==> config.mk <==
export PLATFORM = sky130hd
export DESIGN_NAME = msix_engine
export DESIGN_NICKNAME = d
export VERILOG_FILES = /design/src/rtl/msix_pkg.sv /design/src/rtl/msix_vec_table.sv /design/src/rtl/msix_use_track.sv /design/src/rtl/msix_pend_fire.sv /design/src/rtl/msix_engine.sv
export SDC_FILE = /design/constraint.sdc
export NUM_CORES = 2
export LEC_CHECK = 0
export BUFFER_PORTS_ARGS = -buffer_cell sky130_fd_sc_hd__clkbuf_2
export CELL_PAD_IN_SITES_DETAIL_PLACEMENT = 0
export CELL_PAD_IN_SITES_GLOBAL_PLACEMENT = 1
export CORE_MARGIN = 10
export CORE_UTILIZATION = 45
export DETAILED_ROUTE_END_ITERATION = 8
export PLACE_DENSITY = 0.8
export SLEW_MARGIN = 5
export SYNTH_ARGS = -nofsm -noshare
export SYNTH_HDL_FRONTEND = slang
export SYNTH_SLANG_ARGS = --single-unit
==> constraint.sdc <==
create_clock -name clk -period 2.55 [get_ports clk]
set_input_delay 0.3825 -clock clk [delete_from_list [all_inputs] [get_ports clk]]
set_output_delay 0.3825 -clock clk [all_outputs]
set_load 0.05 [all_outputs]
==> src/rtl/msix_pkg.sv <==
package msix_pkg;

   // widest vector number carried on the request ports
   localparam int unsigned VEC_PORT_W = 11;
   localparam int unsigned MAX_VECS   = 2048;

   // word select inside one 16-byte table entry
   typedef enum logic [1:0] {
      W_ADDR_LO = 2'd0,
      W_ADDR_HI = 2'd1,
      W_DATA    = 2'd2,
      W_CTRL    = 2'd3
   } entry_word_e;

   typedef struct packed {
      logic [63:0] addr;
      logic [31:0] data;
   } msix_msg_t;

   function automatic int unsigned idx_width(input int unsigned n);
      return (n > 1) ? $clog2(n) : 1;
   endfunction

endpackage

==> src/rtl/msix_vec_table.sv <==
module msix_vec_table
   import msix_pkg::*;
#(
   parameter int unsigned NUM_VEC = 8,
   parameter int unsigned VIDX_W  = 3
) (
   input  logic                 clk,
   input  logic                 rst_n,
   input  logic                 wr_en,
   input  logic [VIDX_W-1:0]    wr_vec,
   input  entry_word_e          wr_word,
   input  logic [31:0]          wr_data,
   input  logic [VIDX_W-1:0]    rd_vec,
   input  entry_word_e          rd_word,
   output logic [31:0]          rd_data,
   input  logic [VIDX_W-1:0]    msg_vec,
   output msix_msg_t            msg,
   output logic [NUM_VEC-1:0]   mask_q,
   output logic [NUM_VEC-1:0]   mask_d
);

   logic [31:0] addr_lo [NUM_VEC];
   logic [31:0] addr_hi [NUM_VEC];
   logic [31:0] mdata   [NUM_VEC];

   always_ff @(posedge clk or negedge rst_n) begin
      if (!rst_n) begin
         for (int v = 0; v < NUM_VEC; v++) begin
            addr_lo[v] <= '0;
            addr_hi[v] <= '0;
            mdata[v]   <= '0;
         end
         mask_q <= '1;
      end else if (wr_en) begin
         case (wr_word)
            W_ADDR_LO: addr_lo[wr_vec] <= wr_data;
            W_ADDR_HI: addr_hi[wr_vec] <= wr_data;
            W_DATA:    mdata[wr_vec]   <= wr_data;
            default:   mask_q[wr_vec]  <= wr_data[0];
         endcase
      end
   end

   // mask bits as they will be after this cycle's write
   always_comb begin
      mask_d = mask_q;
      if (wr_en && (wr_word == W_CTRL)) mask_d[wr_vec] = wr_data[0];
   end

   always_comb begin
      case (rd_word)
         W_ADDR_LO: rd_data = addr_lo[rd_vec];
         W_ADDR_HI: rd_data = addr_hi[rd_vec];
         W_DATA:    rd_data = mdata[rd_vec];
         default:   rd_data = {31'd0, mask_q[rd_vec]};
      endcase
   end

   assign msg.addr = {addr_hi[msg_vec], addr_lo[msg_vec]};
   assign msg.data = mdata[msg_vec];

endmodule

==> src/rtl/msix_use_track.sv <==
module msix_use_track #(
   parameter int unsigned NUM_VEC = 8,
   parameter int unsigned VIDX_W  = 3,
   parameter int unsigned CNT_W   = 4
) (
   input  logic                 clk,
   input  logic                 rst_n,
   input  logic                 use_en,
   input  logic [VIDX_W-1:0]    use_vec,
   input  logic                 unuse_en,
   input  logic [VIDX_W-1:0]    unuse_vec,
   output logic [NUM_VEC-1:0]   in_use,
   output logic [NUM_VEC-1:0]   drop_clr
);

   for (genvar v = 0; v < NUM_VEC; v++) begin : g_cnt
      logic [CNT_W-1:0] cnt_q;
      logic             inc;
      logic             dec;

      assign inc = use_en   && (use_vec   == VIDX_W'(v)) && (cnt_q != '1);
      assign dec = unuse_en && (unuse_vec == VIDX_W'(v)) && (cnt_q != '0);

      always_ff @(posedge clk or negedge rst_n) begin
         if (!rst_n)           cnt_q <= '0;
         else if (inc && !dec) cnt_q <= cnt_q + CNT_W'(1);
         else if (dec && !inc) cnt_q <= cnt_q - CNT_W'(1);
      end

      assign in_use[v]   = (cnt_q != '0);
      assign drop_clr[v] = dec && !inc && (cnt_q == CNT_W'(1));
   end

endmodule

==> src/rtl/msix_pend_fire.sv <==
module msix_pend_fire #(
   parameter int unsigned NUM_VEC = 8,
   parameter int unsigned VIDX_W  = 3
) (
   input  logic                 clk,
   input  logic                 rst_n,
   input  logic [NUM_VEC-1:0]   masked_q,
   input  logic [NUM_VEC-1:0]   masked_d,
   input  logic [NUM_VEC-1:0]   irq_hit,
   input  logic [NUM_VEC-1:0]   unuse_clr,
   input  logic                 take,
   output logic [NUM_VEC-1:0]   pend_q,
   output logic                 any_fire,
   output logic [VIDX_W-1:0]    sel_vec
);

   logic [NUM_VEC-1:0] fire_q;
   logic [NUM_VEC-1:0] fire_d;
   logic [NUM_VEC-1:0] pend_d;
   logic [NUM_VEC-1:0] unmask_edge;
   logic [NUM_VEC-1:0] fire_set;
   logic [NUM_VEC-1:0] take_oh;

   // requests are judged against the post-write mask state
   assign unmask_edge = masked_q & ~masked_d;
   assign fire_set    = (irq_hit & ~masked_d) | (unmask_edge & pend_q & ~unuse_clr);
   assign pend_d      = (pend_q | (irq_hit & masked_d)) & ~unmask_edge & ~unuse_clr;

   // lowest numbered queued vector goes first
   always_comb begin
      sel_vec = '0;
      for (int v = NUM_VEC - 1; v >= 0; v--) begin
         if (fire_q[v]) sel_vec = VIDX_W'(v);
      end
   end

   always_comb begin
      take_oh = '0;
      if (take) take_oh[sel_vec] = 1'b1;
   end

   assign fire_d   = (fire_q & ~take_oh) | fire_set;
   assign any_fire = |fire_q;

   always_ff @(posedge clk or negedge rst_n) begin
      if (!rst_n) begin
         pend_q <= '0;
         fire_q <= '0;
      end else begin
         pend_q <= pend_d;
         fire_q <= fire_d;
      end
   end

endmodule

==> src/rtl/msix_engine.sv <==
module msix_engine
   import msix_pkg::*;
#(
   parameter int unsigned NUM_VEC = 8,
   parameter int unsigned CNT_W   = 4,
   localparam int unsigned VIDX_W = idx_width(NUM_VEC),
   localparam int unsigned TBL_AW = VIDX_W + 4,
   localparam int unsigned ADDR_W = TBL_AW + 1
) (
   input  logic                   clk,
   input  logic                   rst_n,
   input  logic                   reg_wr,
   input  logic [3:0]             reg_be,
   input  logic [ADDR_W-1:0]      reg_addr,
   input  logic [31:0]            reg_wdata,
   output logic [31:0]            reg_rdata,
   input  logic                   cfg_wr,
   input  logic                   cfg_enable,
   input  logic                   cfg_mask_all,
   output logic [15:0]            cfg_rdata,
   input  logic                   irq_req,
   input  logic [VEC_PORT_W-1:0]  irq_vec,
   input  logic                   use_req,
   input  logic [VEC_PORT_W-1:0]  use_vec,
   input  logic                   unuse_req,
   input  logic [VEC_PORT_W-1:0]  unuse_vec,
   output logic                   msg_valid,
   input  logic                   msg_ready,
   output logic [63:0]            msg_addr,
   output logic [31:0]            msg_data,
   output logic                   intx_deassert
);

   localparam int unsigned PBA_WORDS = (NUM_VEC + 31) / 32;
   localparam int unsigned PW_IDX_W  = TBL_AW - 2;

   // vector count range
   if (NUM_VEC < 1 || NUM_VEC > MAX_VECS) begin : g_bad_num_vec
      $error("msix_engine: NUM_VEC out of range");
   end
   if (CNT_W < 1) begin : g_bad_cnt_w
      $error("msix_engine: CNT_W must be positive");
   end

   // ---------------- register decode ----------------
   logic              acc_ok;
   logic              in_pba;
   logic [VIDX_W-1:0] a_vec;
   logic              a_vec_ok;
   entry_word_e       a_word;
   logic              tbl_wr;

   assign acc_ok   = (reg_be == 4'hF) && (reg_addr[1:0] == 2'b00);
   assign in_pba   = reg_addr[ADDR_W-1];
   assign a_vec    = reg_addr[TBL_AW-1:4];
   assign a_vec_ok = (32'(a_vec) < NUM_VEC);
   assign a_word   = entry_word_e'(reg_addr[3:2]);
   assign tbl_wr   = reg_wr && acc_ok && !in_pba && a_vec_ok;

   // ---------------- function control ----------------
   logic en_q, mall_q, en_d, mall_d;
   logic fmask_q, fmask_d;
   logic intx_q;

   always_ff @(posedge clk or negedge rst_n) begin
      if (!rst_n) begin
         en_q   <= 1'b0;
         mall_q <= 1'b0;
         intx_q <= 1'b0;
      end else begin
         intx_q <= cfg_wr && cfg_enable;
         if (cfg_wr) begin
            en_q   <= cfg_enable;
            mall_q <= cfg_mask_all;
         end
      end
   end

   assign en_d    = cfg_wr ? cfg_enable   : en_q;
   assign mall_d  = cfg_wr ? cfg_mask_all : mall_q;
   assign fmask_q = !en_q || mall_q;
   assign fmask_d = !en_d || mall_d;

   assign cfg_rdata     = {en_q, mall_q, 3'b000, 11'(NUM_VEC - 1)};
   assign intx_deassert = intx_q;

   // ---------------- vector table ----------------
   logic [NUM_VEC-1:0] tbl_mask_q, tbl_mask_d;
   logic [NUM_VEC-1:0] masked_q, masked_d;
   logic [31:0]        tbl_rd;
   logic [VIDX_W-1:0]  sel_vec;
   msix_msg_t          sel_msg;

   msix_vec_table #(.NUM_VEC(NUM_VEC), .VIDX_W(VIDX_W)) i_table (
      .clk     (clk),
      .rst_n   (rst_n),
      .wr_en   (tbl_wr),
      .wr_vec  (a_vec),
      .wr_word (a_word),
      .wr_data (reg_wdata),
      .rd_vec  (a_vec),
      .rd_word (a_word),
      .rd_data (tbl_rd),
      .msg_vec (sel_vec),
      .msg     (sel_msg),
      .mask_q  (tbl_mask_q),
      .mask_d  (tbl_mask_d)
   );

   assign masked_q = {NUM_VEC{fmask_q}} | tbl_mask_q;
   assign masked_d = {NUM_VEC{fmask_d}} | tbl_mask_d;

   // ---------------- use tracking ----------------
   logic               use_ok, unuse_ok, irq_ok;
   logic [NUM_VEC-1:0] in_use;
   logic [NUM_VEC-1:0] drop_clr;

   assign use_ok   = use_req   && (32'(use_vec)   < NUM_VEC);
   assign unuse_ok = unuse_req && (32'(unuse_vec) < NUM_VEC);
   assign irq_ok   = irq_req   && (32'(irq_vec)   < NUM_VEC);

   msix_use_track #(.NUM_VEC(NUM_VEC), .VIDX_W(VIDX_W), .CNT_W(CNT_W)) i_use (
      .clk       (clk),
      .rst_n     (rst_n),
      .use_en    (use_ok),
      .use_vec   (use_vec[VIDX_W-1:0]),
      .unuse_en  (unuse_ok),
      .unuse_vec (unuse_vec[VIDX_W-1:0]),
      .in_use    (in_use),
      .drop_clr  (drop_clr)
   );

   // ---------------- request steering ----------------
   logic [NUM_VEC-1:0] irq_hit;

   for (genvar v = 0; v < NUM_VEC; v++) begin : g_irq
      assign irq_hit[v] = irq_ok && (irq_vec[VIDX_W-1:0] == VIDX_W'(v)) && in_use[v];
   end

   // ---------------- pending and message queue ----------------
   logic [NUM_VEC-1:0] pend_q;
   logic               any_fire;
   logic               take;

   assign take = any_fire && msg_ready;

   msix_pend_fire #(.NUM_VEC(NUM_VEC), .VIDX_W(VIDX_W)) i_pend (
      .clk       (clk),
      .rst_n     (rst_n),
      .masked_q  (masked_q),
      .masked_d  (masked_d),
      .irq_hit   (irq_hit),
      .unuse_clr (drop_clr),
      .take      (take),
      .pend_q    (pend_q),
      .any_fire  (any_fire),
      .sel_vec   (sel_vec)
   );

   assign msg_valid = any_fire;
   assign msg_addr  = sel_msg.addr;
   assign msg_data  = sel_msg.data;

   // ---------------- pending array read ----------------
   logic [PBA_WORDS*32-1:0] pend_pad;
   logic [PW_IDX_W-1:0]     pw_idx;
   logic [31:0]             pba_word;

   always_comb begin
      pend_pad                = '0;
      pend_pad[NUM_VEC-1:0]   = pend_q;
   end

   assign pw_idx = reg_addr[TBL_AW-1:2];

   if (PBA_WORDS == 1) begin : g_pba_one
      assign pba_word = (pw_idx == '0) ? pend_pad[31:0] : 32'd0;
   end else begin : g_pba_multi
      assign pba_word = (32'(pw_idx) < PBA_WORDS) ? pend_pad[{pw_idx, 5'd0} +: 32] : 32'd0;
   end

   always_comb begin
      reg_rdata = 32'd0;
      if (acc_ok) begin
         if (in_pba)        reg_rdata = pba_word;
         else if (a_vec_ok) reg_rdata = tbl_rd;
      end
   end

endmodule

Word level (Yosys, flattened, before mapping)
Cells that the tools add are included.
{"block": "classes", "addsub": 16, "magnitude_cmp": 10, "eq_ne": 41, "muxes": 62, "bitwise_logic": 20, "reduce_logical": 133}
{"operator": "bitwise mux 256 bit", "count": 3}
{"operator": "binary-select mux 32 bit (select 3 bit)", "count": 6}
{"operator": "2-to-1 mux 32 bit", "count": 15}
{"operator": "demux 32 bit (select 3 bit)", "count": 1}
{"operator": "case mux 32 bit (3 select lines)", "count": 1}
{"operator": "logical AND 1 bit", "count": 84}
{"operator": "AND 8 bit", "count": 8}
{"operator": "2-to-1 mux 4 bit", "count": 16}
{"operator": "OR 8 bit", "count": 5}
{"operator": "== test 3 bit (second input constant)", "count": 12}
{"operator": "less-than comparator 11 x 4 -> 1 bit (second input constant)", "count": 3}
{"operator": "adder 4 x 1 -> 4 bit (second input constant)", "count": 8}
{"operator": "== test 4 x 1 -> 1 bit (second input constant)", "count": 8}
{"operator": "inequality test 4 bit (second input constant)", "count": 8}
{"operator": "inverter 8 bit", "count": 4}
{"operator": "nonzero test 4 bit", "count": 8}
{"operator": "subtractor 4 x 1 -> 4 bit (second input constant)", "count": 8}
{"operator": "2-to-1 mux 3 bit", "count": 8}
{"operator": "2-to-1 mux 8 bit", "count": 3}
{"operator": "logical NOT 1 bit", "count": 19}
{"operator": "== test 3 x 2 -> 1 bit (second input constant)", "count": 6}
{"operator": "nonzero test 2 bit", "count": 8}
{"operator": "== test 3 x 1 -> 1 bit (second input constant)", "count": 3}
{"operator": "logical NOT 3 bit", "count": 3}
{"operator": "19 further kinds", "count": 34}
{"block": "totals", "reg_bits": 827, "input_bits": 87, "output_inout_bits": 146, "elab_cells": 320}

Depth between registers and ports, before layout
{"block": "logic_depth", "ltp_word": 16, "ltp_mapped": 11, "depth_no_buf": 11}

Hierarchy
Synthesis repeated with hierarchy kept, for this count alone.
{"block": "hier_totals", "hier_cells": 2977, "hier_area_um2": 45013.2}
{"module": "msix_vec_table", "instances": 1, "cells_each": 2512, "area_per_inst_um2": 40930.5, "seq_area_each_um2": 19428.6}
{"module": "msix_use_track", "instances": 1, "cells_each": 248, "area_per_inst_um2": 2372.3, "seq_area_each_um2": 800.8}
{"module": "msix_engine", "instances": 1, "cells_each": 124, "area_per_inst_um2": 879.6, "seq_area_each_um2": 75.1}
{"module": "msix_pend_fire", "instances": 1, "cells_each": 93, "area_per_inst_um2": 830.8, "seq_area_each_um2": 400.4}

Worst setup path before layout
OpenSTA, ideal clock, no wires.
{"block": "synth_timing", "path_kind": "input port to output port", "from": "input port reg_addr[4]", "to": "output port reg_rdata[15]", "arrival_ns": 2.990, "required_time_ns": 2.168, "slack_ns": -0.822, "path_stages": 9, "n_path_buf": 4, "path_cell_list": "buf_2 > buf_2 > buf_2 > nor2_1 > clkbuf_1 > a22oi_1 > o22ai_1 > nor3_1 > o31ai_1"}
{"block": "synth_via", "elab_chain_len": 7, "word_cells_on_any_way": 13, "cone_classes": "mux (12); bitwise (1)"}
{"element": "from (decl)", "line_no": "msix_engine.sv:14", "text": "input logic [ADDR_W-1:0] reg_addr,"}
{"element": "inverter 3 -> 4 bit (implied by the code) (*)", "line_no": "msix_vec_table.sv:52, msix_vec_table.sv:53, msix_vec_table.sv:54"}
{"element": "binary-select mux 32 bit (select 3 bit), on equally long branches", "line_no": "msix_vec_table.sv:54, msix_vec_table.sv:52, msix_vec_table.sv:53"}
{"element": "2-to-1 mux 32 bit, on equally long branches (2 in a row)", "line_no": "msix_vec_table.sv:54, msix_vec_table.sv:52, msix_vec_table.sv:53"}
{"element": "case mux 32 bit (3 select lines) (*)", "line_no": "msix_vec_table.sv:51", "text": "case (rd_word)"}
{"element": "2-to-1 mux 32 bit (*)", "line_no": "msix_engine.sv:185", "text": "if (in_pba) reg_rdata = pba_word;"}
{"element": "2-to-1 mux 32 bit (*)", "line_no": "msix_engine.sv:184", "text": "if (acc_ok) begin"}
{"element": "to (decl)", "line_no": "msix_engine.sv:16", "text": "output logic [31:0] reg_rdata,"}
Mark *: on every way between the ends. The rest lies on a longest branch, timed or not. The select of a mux whose other input is x is not followed.

Final worst setup path
{"block": "layout_timing", "from": "register i_pend.fire_q[3]", "to": "output port msg_addr[19]"}
{"block": "layout_via", "elab_chain_len": 8}
{"element": "from (decl)", "line_no": "msix_pend_fire.sv:17", "text": "logic [NUM_VEC-1:0] fire_q;"}
{"element": "from (signal assigned)", "line_no": "msix_pend_fire.sv:51", "text": "fire_q <= fire_d;"}
{"element": "2-to-1 mux 3 bit (4 in a row)", "line_no": "msix_pend_fire.sv:33", "text": "if (fire_q[v]) sel_vec = VIDX_W'(v);"}
{"element": "inverter 3 -> 4 bit (implied by the code)", "line_no": "msix_vec_table.sv:59", "text": "assign msg.addr = {addr_hi[msg_vec], addr_lo[msg_vec]};"}
{"element": "binary-select mux 32 bit (select 3 bit)", "line_no": "msix_vec_table.sv:59"}
{"element": "2-to-1 mux 32 bit (implied by the code) (2 in a row)", "line_no": "msix_vec_table.sv:59"}
{"element": "to (decl)", "line_no": "msix_engine.sv:29", "text": "output logic [63:0] msg_addr,"}
No other way between the ends. The select of a mux whose other input is x is not followed.

==> impl_metrics.ini <==
[worst_setup_path]
rrSetupSlack_ps = 120
r2r-end = i_pend.fire_q[4]$_DFF_PN0_
r2r_start = i_pend.fire_q[3]$_DFF_PN0_
cp.arrival_ps = 3150
critPathMaxFanout = 26
crit_path_start_kind = flop
rr_worst_depth = 11
criticalPathCategory = flop to output pin
cp_data_required_time_ps = 2170
critPathCaptureType = output pin

[routing]
routed_wl_um = 200000
drtPass1Iterations = 8
drtIter0Drc = 4735
ant_nets = 0
routed_via_density = 6.52
vias = 41600
wl_per_cell_um = 31.3
drc_errors = 0

[clock_tree]
numCtsBuffers = 93
clk_pin_slew_worst_paths_ps = 60
h-tree-depth = 3
clock-sinks = 827
cts_root_buffer = clkbuf_16
clkLatencyLatePin_ps = 660
cts_tree = built
clock_path_buffers = 3

[power]
power.density_mw_per_mm2 = 498
leakage_nw = 29.3
peakVddDrop_v = 0.000577

[yosys]
async_flop_share_pct = 100
synthTopCellsByArea = dfrtp_1 (43%), mux2_2 (23%), mux2i_1 (7.9%)
synth_most_common_cell = mux2_2
ys_warn_count = 0
synth_seq_cells = 827
synth_top_area_cell = dfrtp_1
synth_edf_count = 0
netlist.area_leader.share_pct = 43.3
syn-instance-count = 4291
synth.avg_cell_area_um2 = 11.0
syn-cell-area_mm2 = 0.0473
synth_cell_type_count = 75
ys_seq_area_share_pct = 43.7
synthFlopType = dfrtp_1
synth_top_cells_by_count = mux2_2 (948), dfrtp_1 (819), nand2_1 (704), mux2i_1 (373), clkbuf_1 (195)

[sta]
layout_setup_ws_ps = -987
clock.fmax_ghz = 0.283
period_share_pct = 139
max_slew.worst_pin.slew_ps = 970
setup_viol = 123
hold_ws_ps = 28.3
rsz0062_at_grt = yes
slew_headroom_pct = 35.4
final-hold-violation-count = 0
maxSlewViolCount = 0
timing.final.crit_period_ps = 3540
skew_ps = 7.39

[placement]
gp_congestion = 0.972
portBuffers = 218
dp_hpwl_um = 128000
place_inst = 6016

[floorplan]
ios = 233
floorplan.initialDensity_pct = 45.5
die-area_mm2 = 0.119
die_h_um = 344
die_w_um = 344
core_mm2 = 0.104
fp-row-count = 118

[outcome]
status = finished with violations
violations = negative setup slack

[job]
cap_violations = 0

[layout]
nNetsFinal = 5058
layout-drive-gt1-share_pct = 48.9
fillCellCount = 7868
syn2layout_area_growth_pct = 36.9
final_cells = 6382

[worst_hold_path]
min-delay-path-class = input port to flop
min_delay_worst_endpoint = en_q$_DFF_PN0_
holdPathStages = 2
worstHoldStart = cfg_wr

[grt]
grt_usage_pct = 32.0
grt_pass1_vias = 41700
grt_first_pass_wirelength_um = 283000
grt_max_degree = 82
overflow = 0
antenna_found_initial = 12
[report_power, final]
part	total, mW	internal, mW	switching, mW
registers	13.3	13.2	0.0627
logic	5.02	1.73	3.28
clock network	14.0	8.16	5.85
total	32.3	23.1	9.20
[area by class of cell]
| type | instances | area [um2] | share of cell area (%) |
|---|---|---|---|
| Sequential cell | 827 | 20700 | 31.9 |
| Inverter | 39 | 146 | 0.226 |
| Multi-Input combinational cell | 3031 | 27600 | 42.5 |
| Antenna cell | 1 | 2.50 | 0.00386 |
| Timing Repair Buffer | 939 | 11600 | 17.9 |
| Clock inverter | 30 | 428 | 0.660 |
| Clock buffer | 135 | 2670 | 4.11 |
| Tap cell | 1380 | 1730 | 2.66 |
[sequential cells by signal, indices dropped and copies added (netlist names)]
signal / flops
i_table.mdata: 256
i_table.addr_hi: 256
mall_q: 1
intx_deassert: 1
i_table.mask_q: 8
i_use.g_cnt.cnt_q: 32
i_pend.pend_q: 8
i_table.addr_lo: 256
en_q: 1
i_pend.fire_q: 8
[repair_timing]
item | CTS | global route
pin swaps | 102 | 79
endpoints found under the hold margin | 40 | 0
setup buffers | 104 | 61
cloned | 26 | 18
gates resized for setup | 365 | 203
setup endpoints to repair | 129 | 129
hold buffers | 4 | 0
[through the flow]
stage | util (%) | total power, mW | instance area [um2] | TNS (ps) | worst slack (ps)
after global routing | 62.4 | 32.9 | 64800 | -97220 | -1050
after floorplan | - | 15.2 | 48700 | -236 | -93.3
after global placement | 54.6 | 17.6 | 56800 | -27920 | -462
after CTS | 60.8 | 31.9 | 63200 | -90870 | -976
after detailed placement | 54.6 | 17.6 | 56800 | -30740 | -498
final | 62.4 | 32.3 | 64800 | -89570 | -987
[kinds of logic (layout without fill, tap and decap cells)]
logic type / after synthesis / count (layout) / share of synthesized area (%)
xor gates and xnor gates: 32 / 32 / 0.592
adders and majority gates: 40 / 40 / 1.06
and+or+nand+nor: 1048 / 1048 / 10.4
muxes: 1349 / 1349 / 31.8
AOI/OAI and AO/OA: 548 / 548 / 8.27
DFF: 827 / 827 / 43.7
buffers and inverters: 445 / 1143 / 4.20
other: 2 / 15 / 0.0159
[per-layer routing]
layer | routed length (um) | GRT usage, % | up-vias | part of all wire, %
li1 | - | - | 17000 | -
met1 | 74600 | 40.8 | 21100 | 37
met2 | 84600 | 47.3 | 2664 | 42
met3 | 24600 | 9.26 | 819 | 12
met4 | 16000 | 20.6 | 12 | 8.0
met5 | 77 | 0 | - | 0.039
[worst max-delay path: stages (launching register included)]
cell and delay, ps:
dfrtp_1 400, or4_4 570, buf_6 140, nor2_4 140, buf_12 230, buf_16 230, nand2_1 100, mux2_4 290
o2111ai_4 170, buf_12 190
[worst max-delay path by stage]
stage	slack [ps]	startpoint	endpoint	depth (start not counted)
after CTS	-980	i_pend.fire_q[6]$_DFF_PN0_	msg_data[31]	10
final	-990	i_pend.fire_q[3]$_DFF_PN0_	msg_addr[19]	9
after global routing	-1050	i_pend.fire_q[3]$_DFF_PN0_	msg_addr[29]	9
after detailed placement	-500	reg_addr[4]	reg_rdata[4]	8
after global placement	-460	reg_addr[4]	reg_rdata[4]	8
after floorplan	-90	reg_addr[6]	reg_rdata[15]	8
[cell usage in the layout (no fill, tap or decap), types with 14 or more instances in the layout]
| cell | count |
|---|---|
| or4_4 | 50 |
| buf_8 | 29 |
| clkbuf_1 | 25 |
| a31oi_1 | 52 |
| ha_1 | 40 |
| dfrtp_1 | 816 |
| conb_1 | 14 |
| o2111ai_4 | 41 |
| mux2_2 | 889 |
| o22ai_1 | 14 |
| inv_1 | 36 |
| nor3_1 | 16 |
| o221ai_1 | 18 |
| a22oi_1 | 41 |
| mux2i_1 | 347 |
| nand3_1 | 17 |
| nor4bb_1 | 48 |
| mux4_2 | 28 |
| nor2_1 | 72 |
| buf_6 | 50 |
| a221oi_1 | 34 |
| mux2_4 | 59 |
| buf_16 | 37 |
| a22oi_2 | 21 |
| nand2_2 | 60 |
| a21oi_1 | 65 |
| clkbuf_8 | 23 |
| clkbuf_2 | 85 |
| nand4_1 | 14 |
| o21ai_0 | 49 |
| xor2_1 | 24 |
| buf_4 | 457 |
| clkbuf_16 | 117 |
| nand2_1 | 641 |
| a221oi_2 | 31 |
| clkinv_2 | 14 |
| o21ai_1 | 17 |
| buf_12 | 242 |
(Power assumes the default switching activity.)
